===== src/rtl/lam_pkg.sv =====
package lam_pkg;
  // Saturating transition tally for one lane within one monitor interval
  typedef enum logic [1:0] {
    TALLY_ZERO = 2'd0,
    TALLY_ONE  = 2'd1,
    TALLY_FULL = 2'd2
  } tally_t;

  function automatic int regs_for(input int lanes, input int per_reg);
    return (lanes + per_reg - 1) / per_reg;
  endfunction
endpackage


===== src/rtl/lam_sync.sv =====
module lam_sync #(
  parameter int W = 1
) (
  input  logic         clk_i,
  input  logic         rst_ni,
  input  logic [W-1:0] d_i,
  output logic [W-1:0] q_o
);
  logic [W-1:0] stage1_q, stage2_q;

  always_ff @(posedge clk_i or negedge rst_ni) begin
    if (!rst_ni) begin
      stage1_q <= '0;
      stage2_q <= '0;
    end else begin
      stage1_q <= d_i;
      stage2_q <= stage1_q;
    end
  end

  assign q_o = stage2_q;
endmodule


===== src/rtl/lam_lane_tally.sv =====
module lam_lane_tally
  import lam_pkg::*;
#(
  parameter int NUM_LANES = 34
) (
  input  logic                 clk_i,
  input  logic                 rst_ni,
  input  logic [NUM_LANES-1:0] lane_s_i,
  input  logic                 sample_i,
  output logic [NUM_LANES-1:0] active_o
);
  for (genvar i = 0; i < NUM_LANES; i++) begin : g_lane
    logic   prev_q;
    logic   flip;
    tally_t tally_q;

    assign flip = lane_s_i[i] ^ prev_q;

    always_ff @(posedge clk_i or negedge rst_ni) begin
      if (!rst_ni) begin
        prev_q  <= 1'b0;
        tally_q <= TALLY_ZERO;
      end else begin
        prev_q <= lane_s_i[i];
        if (sample_i) begin
          tally_q <= flip ? TALLY_ONE : TALLY_ZERO;
        end else if (flip) begin
          case (tally_q)
            TALLY_ZERO: tally_q <= TALLY_ONE;
            default:    tally_q <= TALLY_FULL;
          endcase
        end
      end
    end

    assign active_o[i] = (tally_q == TALLY_FULL);

    // the tally restarts on every sample
    assert_tally_restart_R2: assert property (@(posedge clk_i) disable iff (!rst_ni)
      sample_i |=> (tally_q != TALLY_FULL));
    // the tally never leaves its legal range
    assert_tally_range_R1: assert property (@(posedge clk_i) disable iff (!rst_ni)
      tally_q != 2'd3);
  end
endmodule


===== src/rtl/lam_status_regs.sv =====
module lam_status_regs #(
  parameter int NUM_LANES = 34,
  parameter int LPR       = 4,
  parameter int NUM_REGS  = 9,
  parameter int ADDR_W    = 6,
  parameter int DATA_W    = 8,
  parameter int BASE_ADDR = 'h22
) (
  input  logic                 clk_i,
  input  logic                 rst_ni,
  input  logic [NUM_LANES-1:0] active_i,
  input  logic                 sample_i,
  input  logic                 rd_en_i,
  input  logic [ADDR_W-1:0]    rd_addr_i,
  output logic [DATA_W-1:0]    rd_data_o,
  output logic [NUM_REGS-1:0]  pend_o
);
  localparam int PAD = NUM_REGS * LPR;

  logic [NUM_LANES-1:0] status_q;
  logic [NUM_LANES-1:0] diff;
  logic [PAD-1:0]       diff_pad, stat_pad;
  logic [NUM_REGS-1:0]  grp_chg, rd_sel, pend_q;
  logic [ADDR_W-1:0]    rd_off;
  logic                 rd_hit;
  logic [DATA_W-1:0]    rd_word;

  assign diff = status_q ^ ~active_i;

  if (PAD > NUM_LANES) begin : g_pad
    assign diff_pad = {{(PAD-NUM_LANES){1'b0}}, diff};
    assign stat_pad = {{(PAD-NUM_LANES){1'b0}}, status_q};
  end else begin : g_nopad
    assign diff_pad = diff;
    assign stat_pad = status_q;
  end

  assign rd_off = rd_addr_i - ADDR_W'(BASE_ADDR);
  assign rd_hit = (rd_addr_i >= ADDR_W'(BASE_ADDR)) && (rd_off < ADDR_W'(NUM_REGS));

  always_ff @(posedge clk_i or negedge rst_ni) begin
    if (!rst_ni) status_q <= '1;
    else if (sample_i) status_q <= ~active_i;
  end

  for (genvar g = 0; g < NUM_REGS; g++) begin : g_reg
    assign grp_chg[g] = sample_i && |diff_pad[g*LPR +: LPR];
    assign rd_sel[g]  = rd_en_i && rd_hit && (rd_off == ADDR_W'(g));

    always_ff @(posedge clk_i or negedge rst_ni) begin
      if (!rst_ni)         pend_q[g] <= 1'b0;
      else if (grp_chg[g]) pend_q[g] <= 1'b1;
      else if (rd_sel[g])  pend_q[g] <= 1'b0;
    end

    // a change in the same cycle as a read keeps the flag
    assert_change_wins_R8: assert property (@(posedge clk_i) disable iff (!rst_ni)
      grp_chg[g] |=> pend_q[g]);
    // a read without a concurrent change clears the flag
    assert_read_clears_R6: assert property (@(posedge clk_i) disable iff (!rst_ni)
      (rd_sel[g] && !grp_chg[g]) |=> !pend_q[g]);
  end

  always_comb begin
    rd_word = '0;
    for (int g = 0; g < NUM_REGS; g++) begin
      if (rd_hit && rd_off == ADDR_W'(g)) rd_word[LPR-1:0] = stat_pad[g*LPR +: LPR];
    end
  end

  always_ff @(posedge clk_i or negedge rst_ni) begin
    if (!rst_ni)      rd_data_o <= '0;
    else if (rd_en_i) rd_data_o <= rd_word;
  end

  assign pend_o = pend_q;

  // status moves only on a sample
  assert_status_hold_R3: assert property (@(posedge clk_i) disable iff (!rst_ni)
    !sample_i |=> $stable(status_q));
  // reads never disturb status
  assert_read_no_status_R6: assert property (@(posedge clk_i) disable iff (!rst_ni)
    (rd_en_i && !sample_i) |=> $stable(status_q));
endmodule


===== src/rtl/lane_activity_monitor.sv =====
module lane_activity_monitor
  import lam_pkg::*;
#(
  parameter int NUM_LANES = 34,
  parameter int LPR       = 4,
  parameter int ADDR_W    = 6,
  parameter int DATA_W    = 8,
  parameter int BASE_ADDR = 'h22
) (
  input  logic                 clk_i,
  input  logic                 rst_ni,
  input  logic [NUM_LANES-1:0] lane_i,
  input  logic                 mon_clk_i,
  input  logic                 rd_en_i,
  input  logic [ADDR_W-1:0]    rd_addr_i,
  output logic [DATA_W-1:0]    rd_data_o,
  output logic                 irq_no
);
  localparam int NUM_REGS = regs_for(NUM_LANES, LPR);

  logic [NUM_LANES-1:0] lane_s, active;
  logic                 mon_s, mon_d, sample;
  logic [NUM_REGS-1:0]  pend;

  lam_sync #(.W(NUM_LANES)) i_lane_sync (
    .clk_i(clk_i), .rst_ni(rst_ni), .d_i(lane_i), .q_o(lane_s)
  );

  lam_sync #(.W(1)) i_mon_sync (
    .clk_i(clk_i), .rst_ni(rst_ni), .d_i(mon_clk_i), .q_o(mon_s)
  );

  always_ff @(posedge clk_i or negedge rst_ni) begin
    if (!rst_ni) mon_d <= 1'b0;
    else         mon_d <= mon_s;
  end

  assign sample = mon_s & ~mon_d;

  lam_lane_tally #(.NUM_LANES(NUM_LANES)) i_tally (
    .clk_i(clk_i), .rst_ni(rst_ni), .lane_s_i(lane_s),
    .sample_i(sample), .active_o(active)
  );

  lam_status_regs #(
    .NUM_LANES(NUM_LANES), .LPR(LPR), .NUM_REGS(NUM_REGS),
    .ADDR_W(ADDR_W), .DATA_W(DATA_W), .BASE_ADDR(BASE_ADDR)
  ) i_regs (
    .clk_i(clk_i), .rst_ni(rst_ni), .active_i(active), .sample_i(sample),
    .rd_en_i(rd_en_i), .rd_addr_i(rd_addr_i), .rd_data_o(rd_data_o), .pend_o(pend)
  );

  assign irq_no = ~|pend;

  // the interrupt asserts only as a result of a sample
  assert_irq_from_sample_R4: assert property (@(posedge clk_i) disable iff (!rst_ni)
    $fell(irq_no) |-> $past(sample));
  // without a read the interrupt cannot release
  assert_irq_hold_R7: assert property (@(posedge clk_i) disable iff (!rst_ni)
    (!irq_no && !rd_en_i) |=> !irq_no);
endmodule


===== config.mk =====
export PLATFORM = sky130hd
export DESIGN_NAME = lane_activity_monitor
export DESIGN_NICKNAME = d
export VERILOG_FILES = /design/src/rtl/lam_pkg.sv /design/src/rtl/lam_sync.sv /design/src/rtl/lam_lane_tally.sv /design/src/rtl/lam_status_regs.sv /design/src/rtl/lane_activity_monitor.sv
export SDC_FILE = /design/constraint.sdc
export NUM_CORES = 1
export LEC_CHECK = 0
export BUFFER_PORTS_ARGS = -buffer_cell sky130_fd_sc_hd__buf_2
export CAP_MARGIN = 10
export CORE_ASPECT_RATIO = 1.5
export CORE_MARGIN = 3
export CORE_UTILIZATION = 42
export DETAILED_ROUTE_END_ITERATION = 10
export SLEW_MARGIN = 20
export SYNTH_ARGS = -nofsm -noshare
export SYNTH_HDL_FRONTEND = slang
export SYNTH_SLANG_ARGS = --single-unit

===== constraint.sdc =====
create_clock -name clk_i -period 2.37 [get_ports clk_i]
set_clock_uncertainty 0.1 [all_clocks]
set_input_delay 0.474 -clock clk_i [delete_from_list [all_inputs] [get_ports clk_i]]
set_output_delay 0.474 -clock clk_i [all_outputs]
set_load 0.005 [all_outputs]

# After elaboration in Yosys (flattened, before gate mapping)

Index checks and enable logic that the tools add are counted.

Register bits after elaboration: 220
Latch bits: 0
Bits in writable memories: 0
ROM bits: 0
Bits of input ports: 44
Memories: 0

Add/sub/neg operators: 1
Multiply operators: 0
Divide/modulo/power cells: 0
Order comparisons: 2
Eq/ne operators: 42
Shift-type cells: 0
Muxes and demuxes: 163
Bitwise logic cells: 38
Reduce and logical (&&, ||, !) cells: 118

Operators by type and width:

| cell                | number |
|---|---|
| $mux 2              | 102 |
| $reduce_bool 2->1   | 43 |
| $eq 2x2->1 const B  | 34 |
| $logic_not 2->1     | 34 |
| $mux 1              | 52 |
| $mux 4              | 9 |
| $not 34->34         | 1 |
| $xor 1x1->1         | 34 |
| $xor 34x34->34      | 1 |
| $reduce_or 4->1     | 8 |
| $logic_and 1x1->1   | 29 |
| $eq 6x3->1 const B  | 4 |
| $eq 6x2->1 const B  | 2 |
| $reduce_or 9->1     | 1 |
| $eq 6x1->1 const B  | 1 |
| $eq 6x4->1 const B  | 1 |
| $ge 6x6->1 const B  | 1 |
| $logic_not 6->1     | 1 |
| $lt 6x4->1 const B  | 1 |
| $sub 6x6->6 const B | 1 |
| $reduce_or 2->1     | 1 |
| $and 1x1->1         | 1 |
| $logic_not 1->1     | 1 |
| $not 1->1           | 1 |

# Logic depth before layout (Yosys ltp)

Gate-level depths: netlist of run 1.

Word-level depth: 13
Depth in mapped cells: 8
Depth with buffers taken out: 8

# By module

A second synthesis of run 1 with hierarchy kept.

Cells, all modules: 711
Area, all modules: 8,934.8 µm²

By module, submodules not included:

| module                  | instances | cells an instance | area each (µm²) | sequential area each (µm²) |
|---|---|---|---|---|
| lam_lane_tally          | 1         | 351               | 4,309.1         | 2,552.4 |
| lam_status_regs         | 1         | 285               | 2,816.5         | 1,218.7 |
| lam_sync at i_lane_sync | 1         | 68                | 1,701.6         | 1,701.6 |
| lane_activity_monitor   | 1         | 5                 | 57.6            | 25.0 |
| lam_sync at i_mon_sync  | 1         | 2                 | 50.0            | 50.0 |

# Worst setup path after synthesis of run 1

No wires, ideal clock.

Path type: input to register
Start point: in rd_addr_i[1]
End point: reg i_regs.pend_q[4], in the netlist i_regs.pend_o[4]
Library setup time: 130 ps
Arrival time: 2,143 ps
Setup slack: -3 ps
Stages: 8
Path buffers: 0
Cells stage by stage: clkinv_1 -> ha_1 -> nand2b_1 -> or2_2 -> o32a_2 -> nand2b_1 -> o31ai_1 -> o21ai_1

Word-level cells in the longest chain between the ends: 6
Elaborated cells on any way between the ends: 8
Classes of those cells: add/sub: 1; order compare: 2; eq/ne: 1; reduce/logical: 4

Ends and longest elaborated chain:

| element                                | RTL line                    | text |
|---|---|---|
| from (decl)                            | lane_activity_monitor.sv:15 | `input logic [ADDR_W-1:0] rd_addr_i,` |
| $sub 6x6->6                            | lam_status_regs.sv:38       | `assign rd_off = rd_addr_i - ADDR_W'(BASE_ADDR);` |
| $lt 6x4->1                             | lam_status_regs.sv:39       | `assign rd_hit = (rd_addr_i >= ADDR_W'(BASE_ADDR)) && (rd_off < ADDR_W'(NUM_REGS));` |
| $logic_and 1x1->1                      | lam_status_regs.sv:39       |  |
| $logic_and 1x1->1                      | lam_status_regs.sv:48       | `assign rd_sel[g] = rd_en_i && rd_hit && (rd_off == ADDR_W'(g));` |
| $logic_and 1x1->1 (*)                  | lam_status_regs.sv:48       |  |
| $reduce_bool 2->1 (no source line) (*) | n/a                         |  |
| to (signal, indexed assignment)        | lam_status_regs.sv:51       | `if (!rst_ni) pend_q[g] <= 1'b0;` |
| to (signal, indexed assignment)        | lam_status_regs.sv:52       | `else if (grp_chg[g]) pend_q[g] <= 1'b1;` |
| to (signal, indexed assignment)        | lam_status_regs.sv:53       | `else if (rd_sel[g]) pend_q[g] <= 1'b0;` |
| to (decl)                              | lam_status_regs.sv:23       | `logic [NUM_REGS-1:0] grp_chg, rd_sel, pend_q;` |

Every way passes the cells marked *; elsewhere a longest branch is shown, timed or not.
A chain may end at the register's enable or synchronous reset.

# Final worst setup path of run 1

Start point: reg i_regs.pend_q[7], in the netlist i_regs.pend_o[7]
End point: out irq_no

Word-level cells in the longest chain between the ends: 2

Ends and longest elaborated chain:

| element         | RTL line                    | text |
|---|---|---|
| $reduce_or 9->1 | lane_activity_monitor.sv:53 | `assign irq_no = ~\|pend;` |
| $logic_not 1->1 | lane_activity_monitor.sv:53 |  |
| to (decl)       | lane_activity_monitor.sv:17 | `output logic irq_no` |

Every way passes these cells.

==> flow_metrics.tcl, run 1 <==
set metrics [dict create \
    placedCellCount 1049 \
    hold-worst-slack_ns 0.242 \
    syn_avg_cell_area_um2 11.5 \
    fin_crit_sh_pct 92.9 \
    status "finished clean" \
    synthMuxAreaShare_pct 1.09 \
    synth-main-ff-cell "sky130_fd_sc_hd__dfrtp_1" \
    finalWeightedCongestion 0.872 \
    grt_setup_unrepaired "false" \
    worstSetupStartpointType "flip-flop" \
    busiest_layer "met2" \
    setup.worst_path.end_class "output pin" \
    syn-cell-area_um2 8570 \
    combinational_family_with_the_most_area_after_synthesis "simple AND/OR/NAND/NOR gates" \
    antenna_found_initial 0 \
    seq_power_share_pct 50.5 \
    post_synth_fa_ha_maj_area_fraction_pct 0.146 \
    h_tree_lvl_count 1 \
    power_switching_share_pct 26.6 \
    tritoncts_clock_tree "yes" \
    ys_seq_area_share_pct 64.7 \
    slew_violations 0 \
    power.combinational.fraction_pct 15.2 \
    ant_nets 0 \
    relative_slew_slack_pct 66.3 \
    cts_post_setup_buffers_inserted 0 \
    route.vias.total 5545 \
    fraction_of_synthesis_flops_using_an_asynchronous_set_or_reset_pin_pct 100 \
    finish.net_count 894 \
    finalSetupViolations 0 \
    area_growth_syn_to_layout_pct 19.8 \
    cp_max_delay_cell "sky130_fd_sc_hd__dfrtp_1" \
    tritoncts.num_buffers 22 \
    use_met1_pct 20.7 \
    synth-simple-area-share_pct 12.6 \
    grt_first_pass_wirelength_um 28200 \
    clock_latency_ns 0.49 \
    post-route-util_pct 51.5 \
    timing.setup.critical_path_class "flip-flop to output pin" \
    clock_power_share_pct 34.3 \
    post_syn_instances 747 \
    placed_cell_area_um2 9210 \
    first_iter_violations 285 \
    global_route.usage.met3_pct 2.54 \
    max_stage_delay_ns 0.38 \
    max_freq_ghz 0.454 \
    hold_class "flip-flop to flip-flop" \
    drt-pass1-iter-count 4 \
    io_pins 53 \
    effective_utilization_at_floorplan_pct 43.0 \
    p_int_w 0.00701 \
    critPathArrivalTime_ns 1.63 \
    drt_drc_violations_left 0 \
    synth-edff-count 0 \
    numPortBuffers 48 \
    drt_wl_total_um 16600 \
    tns_ns 0 \
    gr-usage-met2_pct 26.0 \
    grt_start_max_net_pins 67 \
    timing.critical_path.fanout_max 2 \
    die_width_um 123 \
    maxCapViolations 0 \
    post_route_cells_drive_above_1_share_pct 17.5 \
    die_area_um2 22200 \
    synthesized_area_fraction_occupied_by_xor_and_xnor_cells_pct 7.15 \
    synth.lib_cells_used.distinct 50 \
    max_slew.worst_pin.slew_ns 0.505 \
    clock-root-buffer "sky130_fd_sc_hd__clkbuf_16" \
    place_hpwl_um 11400 \
    detail_route.vias_per_cell 4.94 \
    crit_path_cell_trace "nor4_1 > nand2_1 > nor4_2 > buf_2" \
    die_span_y_um 181 \
    wire_per_inst_um 14.8 \
    synth_compound_area_share_pct 12.0 \
    p_leak_nw 4.39 \
    tritoncts_num_sinks 220 \
    synth_seq_cells 220 \
    clk_pin_slew_ns 0.06 \
    grt_remaining_overflow 0 \
    fillers 1756 \
    grt_util_all_layers_pct 15.7 \
    synth.yosys.warnings 0 \
    cts-root-to-sink-buffers 3 \
    cp.required_ns 1.80 \
    final_area_um2 10300 \
    grt_pass1_vias 5701 \
    ir_drop_mv 0.531 \
    power_density_nw_per_um2 929 \
    power.net_switching_w 0.00253 \
    row_count 63 \
    period_minus_slack_ns 2.20 \
    final-hold-violation-count 0 \
    core_area_um2 19900 \
    n_antenna_cell 0 \
    layoutNonFillerInstCount 1123 \
]
state kept, by name, indices dropped and copies added, names as in the netlist:
| signal | count |
|---|---|
| i_regs.pend_o | 9 |
| i_regs.rd_data_o | 4 |
| i_tally.g_lane.prev_q | 34 |
| i_mon_sync.stage1_q | 1 |
| i_tally.g_lane.tally_q | 68 |
| i_lane_sync.stage1_q | 34 |
| i_mon_sync.q_o | 1 |
| mon_d | 1 |
| i_lane_sync.q_o | 34 |
| i_regs.status_q | 34 |
layout make-up:
class / count / area, um^2 / share of cell area [%]
clock buffers: 35 / 671 / 6.53
repair buffers: 103 / 803 / 7.83
flip-flops and latches: 220 / 5550 / 54.0
clock inverters: 3 / 17.5 / 0.171
inverters: 5 / 18.8 / 0.183
well taps: 260 / 325 / 3.17
multi-input cells: 497 / 2880 / 28.1
metal layers:
| layer | wire length (um) | part of all wire, % |
|---|---|---|
| met5 | 0 | 0 |
| met1 | 7170 | 43 |
| met3 | 716 | 4.3 |
| met2 | 8220 | 49 |
| met4 | 525 | 3.2 |
repair_timing:
action | 4_1_cts | 5_1_grt
setup endpoints to repair | 0 | 1
hold endpoints to repair | 87 | 0
resized for setup | 0 | 1
hold buffers | 36 | 0
cell usage in the layout, fill, tap and decap left out, types with 8 or more instances in the layout:
| cell type | netlist | routed |
|---|---|---|
| sky130_fd_sc_hd__dfrtp_1 | 186 | 186 |
| sky130_fd_sc_hd__o21ai_0 | 89 | 89 |
| sky130_fd_sc_hd__nand2_1 | 78 | 78 |
| sky130_fd_sc_hd__nor2_1 | 67 | 67 |
| sky130_fd_sc_hd__buf_2 | 0 | 47 |
| sky130_fd_sc_hd__a21oi_1 | 46 | 46 |
| sky130_fd_sc_hd__nor2b_1 | 45 | 44 |
| sky130_fd_sc_hd__xnor2_1 | 43 | 43 |
| sky130_fd_sc_hd__dlygate4sd3_1 | 0 | 36 |
| sky130_fd_sc_hd__dfstp_2 | 34 | 34 |
| sky130_fd_sc_hd__xor2_1 | 27 | 27 |
| sky130_fd_sc_hd__clkbuf_16 | 0 | 23 |
| sky130_fd_sc_hd__o21ai_1 | 15 | 15 |
| sky130_fd_sc_hd__buf_4 | 4 | 15 |
| sky130_fd_sc_hd__nor4_1 | 10 | 9 |
| sky130_fd_sc_hd__o21a_1 | 9 | 9 |
| sky130_fd_sc_hd__nor3_1 | 8 | 8 |
| sky130_fd_sc_hd__nand3_1 | 8 | 8 |
synthesized netlist by cell type (all sizes together) (2+ instances only):
master | number | area share [%]
nand2 | 79 | 3.5
or2 | 2 | 0.18
clkbuf | 21 | 1.4
o31ai | 8 | 0.86
a31oi | 4 | 0.29
nand3 | 8 | 0.47
nand2b | 3 | 0.22
xor2 | 27 | 2.8
dfstp | 34 | 10
o21ai | 105 | 6.2
a21oi | 46 | 2.7
and2 | 3 | 0.22
xnor2 | 43 | 4.4
nor2b | 46 | 3.4
o21a | 9 | 0.79
dfrtp | 186 | 54
buf | 7 | 0.57
o22ai | 3 | 0.22
inv | 4 | 0.18
nor3 | 8 | 0.47
nor4 | 10 | 0.73
mux2i | 6 | 0.70
nor2 | 67 | 2.9
cells by family after synthesis:
kind of cell,count (synthesis)
AO/OA/AOI/OAI,184
flip-flops,220
adder cells (fa/ha/maj),1
other,1
XOR/XNOR,70
AND/OR/NAND/NOR,230
buffers and inverters,33
multiplexers,8
critical path, delay by kind of cell (launching register included):
family                 cells  cell delay, ns
buffers and inverters      1            0.18
and+or+nand+nor            3            0.57
DFF                        1            0.38
metrics by stage:
step	worst slack [ns]	power, W
after floorplan	0.0561	0.00580
after global placement	0.0108	0.00623
after detailed placement	-0.0192	0.00632
after CTS	0.0582	0.00972
after global routing	0.0954	0.0101
final	0.167	0.00954
power by group through the flow:
| stage | sequential (W) | combinational, W | clock, W |
|---|---|---|---|
| 6_report | 0.00482 | 0.00145 | 0.00327 |
| 5_1_grt | 0.00491 | 0.00167 | 0.00355 |
| 4_1_cts | 0.00482 | 0.00149 | 0.00341 |
| 3_5_place_dp | 0.00488 | 0.00144 | 0 |
| 3_3_place_gp | 0.00485 | 0.00138 | 0 |
| 2_1_floorplan | 0.00476 | 0.00104 | 0 |
worst paths after layout:
check                                               from                       end  slack, ns  depth (start not counted)
max in group asynchronous                         rst_ni       i_regs.status_q[29]       0.97                          3
worst max register to register        i_regs.status_q[8]       i_regs.rd_data_o[0]       0.66                          5
worst min-delay path            i_lane_sync.stage1_q[19]       i_lane_sync.q_o[19]       0.24                          0
min in group asynchronous                         rst_ni  i_lane_sync.stage1_q[32]       0.41                          2
worst min register to register  i_lane_sync.stage1_q[19]       i_lane_sync.q_o[19]       0.24                          0
worst max-delay path                    i_regs.pend_o[7]                    irq_no       0.17                          4
(Power assumes the default switching activity.)
==> run 2, diff against run 1 <==
ABC_AREA = 1   (was default)
CORE_ASPECT_RATIO = 1.2   (was 1.5)
==> run 2 against run 1 <==
  * Final area grew 1.3%
  * Largest power group unchanged
  * Total power grew 7.7%
  * Clock-buffer cell count is the same
  * First-iteration DRC count grew 5.3%
  * Utilization grew 1.2 points
  * Area after synthesis shrank 0.32%
  * Non-clock buffer count shrank 6
  * Hold slack gained 0.00058 ns
  * Flip-flop and latch count is the same
==> flow_metrics.tcl, run 2 <==
set metrics [dict create \
    status "finished clean" \
    place_hpwl_um 9960 \
    cts-root-to-sink-buffers 3 \
    fraction_of_synthesis_flops_using_an_asynchronous_set_or_reset_pin_pct 100 \
    setup.worst_path.end_class "output pin" \
    post-route-util_pct 52.6 \
    finish.net_count 935 \
    hold_class "flip-flop to flip-flop" \
    cell_types_with_the_highest_counts_after_synthesis "186 x sky130_fd_sc_hd__dfrtp_1, 107 x sky130_fd_sc_hd__nand2_1, 97 x sky130_fd_sc_hd__inv_1, 61 x sky130_fd_sc_hd__o21ai_0, 54 x sky130_fd_sc_hd__nand3_1" \
    tritoncts_clock_tree "yes" \
    die_span_y_um 162 \
    route.vias.total 5496 \
    grt_pass1_vias 5433 \
    drt-pass1-iter-count 6 \
    grt_util_all_layers_pct 14.3 \
    synth_seq_cells 220 \
    max_slew.worst_pin.slew_ns 0.582 \
    layout_commonest_cell "sky130_fd_sc_hd__dfrtp_1" \
    leading_cell_types_by_total_area_after_synthesis "sky130_fd_sc_hd__dfrtp_1 54%, sky130_fd_sc_hd__dfstp_2 10%, sky130_fd_sc_hd__nand2_1 4.7%, sky130_fd_sc_hd__xor2_1 4.3%, sky130_fd_sc_hd__inv_1 4.3%" \
    netlist.area_leader.share_pct 54.5 \
    clk_pin_slew_ns 0.06 \
    die_width_um 136 \
    syn_avg_cell_area_um2 10.9 \
    seq_power_share_pct 47.8 \
    grt_setup_unrepaired "true" \
    relative_slew_slack_pct 61.2 \
    ir_drop_mv 0.577 \
    timing.setup.critical_path_class "flip-flop to output pin" \
    synth.largest_area_cell "sky130_fd_sc_hd__dfrtp_1" \
    synth.lib_cells_used.distinct 35 \
    fin_crit_sh_pct 97.0 \
    crit_path_cell_trace "nor4_2 > nand3_1 > nor4_4 > buf_2" \
    area_growth_syn_to_layout_pct 21.7 \
    clock_latency_ns 0.50 \
    h_tree_lvl_count 1 \
    synth-main-ff-cell "sky130_fd_sc_hd__dfrtp_1" \
    grt_remaining_overflow 0 \
    power.combinational.fraction_pct 15.8 \
    largest_register_ff_count 68 \
    tns_ns 0 \
    ys_seq_area_share_pct 64.9 \
    layout_common_cells "186 x sky130_fd_sc_hd__dfrtp_1, 107 x sky130_fd_sc_hd__nand2_1, 97 x sky130_fd_sc_hd__inv_1, 61 x sky130_fd_sc_hd__o21ai_0, 54 x sky130_fd_sc_hd__nand3_1" \
    synth.yosys.warnings 0 \
    largest_register "i_tally.g_lane.tally_q" \
    numPortBuffers 48 \
    synth-edff-count 0 \
    p_int_w 0.00750 \
    clock-root-buffer "sky130_fd_sc_hd__clkbuf_16" \
    syn-cell-area_um2 8540 \
    post_route_cells_drive_above_1_share_pct 16.0 \
    drt_wl_total_um 15200 \
    max_freq_ghz 0.435 \
    p_leak_nw 4.75 \
    worstSetupStartpointType "flip-flop" \
    grt_first_pass_wirelength_um 26000 \
    slew_violations 0 \
    wire_per_inst_um 13.0 \
    detail_route.vias_per_cell 4.71 \
    critPathArrivalTime_ns 1.72 \
    row_count 56 \
    power_switching_share_pct 27.0 \
    io_pins 53 \
    ant_nets 0 \
    post_syn_instances 786 \
    effective_utilization_at_floorplan_pct 43.2 \
    tritoncts.num_buffers 24 \
    finalSetupViolations 0 \
    final-hold-violation-count 0 \
    max_stage_delay_ns 0.40 \
    finalWeightedCongestion 0.826 \
    cts_post_setup_buffers_inserted 0 \
    core_area_um2 19800 \
    cp.required_ns 1.80 \
    placedCellCount 1089 \
    power_density_nw_per_um2 988 \
    first_iter_violations 300 \
    clock_power_share_pct 36.4 \
    cp_max_delay_cell "sky130_fd_sc_hd__dfrtp_1" \
    n_antenna_cell 0 \
    period_minus_slack_ns 2.30 \
    drt_drc_violations_left 0 \
    timing.critical_path.fanout_max 2 \
    tritoncts_num_sinks 220 \
    grt_start_max_net_pins 97 \
    layoutNonFillerInstCount 1168 \
    maxCapViolations 0 \
    antenna_found_initial 0 \
    die_area_um2 22100 \
    library_cell_with_the_highest_instance_count_after_synthesis "sky130_fd_sc_hd__dfrtp_1" \
    power.net_switching_w 0.00278 \
]
run 2: cell count changes in the layout (fill, tap and decap cells not counted), moves of 15 or more:
cell                       delta
sky130_fd_sc_hd__inv_1       +93
sky130_fd_sc_hd__nor2_1      -32
sky130_fd_sc_hd__a21boi_0    +26
sky130_fd_sc_hd__xnor2_1     -17
sky130_fd_sc_hd__o21ai_0     -28
sky130_fd_sc_hd__nor2b_1     -44
sky130_fd_sc_hd__nand2_1     +29
sky130_fd_sc_hd__a31oi_1     +24
sky130_fd_sc_hd__a21oi_1     -18
sky130_fd_sc_hd__xor2_1      +15
sky130_fd_sc_hd__nand3_1     +46
run 2: repair_timing:
action,CTS,global route
resized for setup,3,0
gates cloned,0,0
hold buffers,36,0
setup endpoints to repair,1,1
hold endpoints to repair,83,0
pin swaps,1,1
run 2: metrics by stage:
step                power (W)  area (um^2)  hold WS (ns)  setup slack [ns]
CTS                    0.0104        10400         0.244           0.00797
global route           0.0109        10400         0.251           -0.0489
global placement      0.00654         9210         0.231            0.0344
finish                 0.0103        10400         0.242            0.0712
floorplan             0.00604         8550        0.0784             0.410
detailed placement    0.00658         9210         0.235          -0.00180
run 2: final timing paths:
kind	cells past startpoint	endpoint	slack (ns)	start
setup / recovery	4	irq_no	0.07	i_regs.pend_o[2]
hold / removal	0	i_lane_sync.q_o[20]	0.24	i_lane_sync.stage1_q[20]
setup reg to reg	7	i_tally.g_lane[1].tally_q[0]	0.70	i_mon_sync.q_o
hold reg to reg	0	i_lane_sync.q_o[20]	0.24	i_lane_sync.stage1_q[20]
max in group asynchronous	3	i_regs.status_q[14]	1.04	rst_ni
min in group asynchronous	2	i_lane_sync.stage1_q[22]	0.42	rst_ni
run 2: power by group through the flow:
stage,sequential (W),clock [W],combinational [W]
2_1_floorplan,0.00487,0,0.00118
3_3_place_gp,0.00497,0,0.00157
3_5_place_dp,0.00498,0,0.00160
4_1_cts,0.00492,0.00387,0.00165
5_1_grt,0.00501,0.00403,0.00188
6_report,0.00492,0.00374,0.00162
run 2: worst max-delay path: cells and delay by family (launching register included):
kind	cells	cell delay, ns
flip-flops	1	0.40
AND/OR/NAND/NOR	3	0.66
buffers and inverters	1	0.17
run 2: final cells by class:
type,count,area (um^2)
repair buffers,97,783
inverters,98,368
clock inverters,8,90.1
fillers,1776,9360
flip-flops and latches,220,5550
well taps,261,327
multi-input cells,449,2560
clock buffers,35,723
run 2: logic make-up (layout without fill, tap and decap cells):
logic type      after synthesis  count (layout)  share of synthesized area, %
flops                       220             220                          64.9
simple gates                218             218                          11.2
compound gates              157             157                          10.9
buf+inv                     120             238                          5.55
xor+xnor                     69              69                          7.16
fa+ha+maj                     1               1                         0.146
other cells                   1               4                        0.0439
run 2: routing by layer:
layer | track usage, % | routed length [um] | vias up
li1 | - | - | 2771
met1 | 19.9 | 7090 | 2620
met2 | 23.1 | 7140 | 79
met3 | 2.39 | 589 | 26
met4 | 4.58 | 331 | 0
met5 | 0 | 0 | -
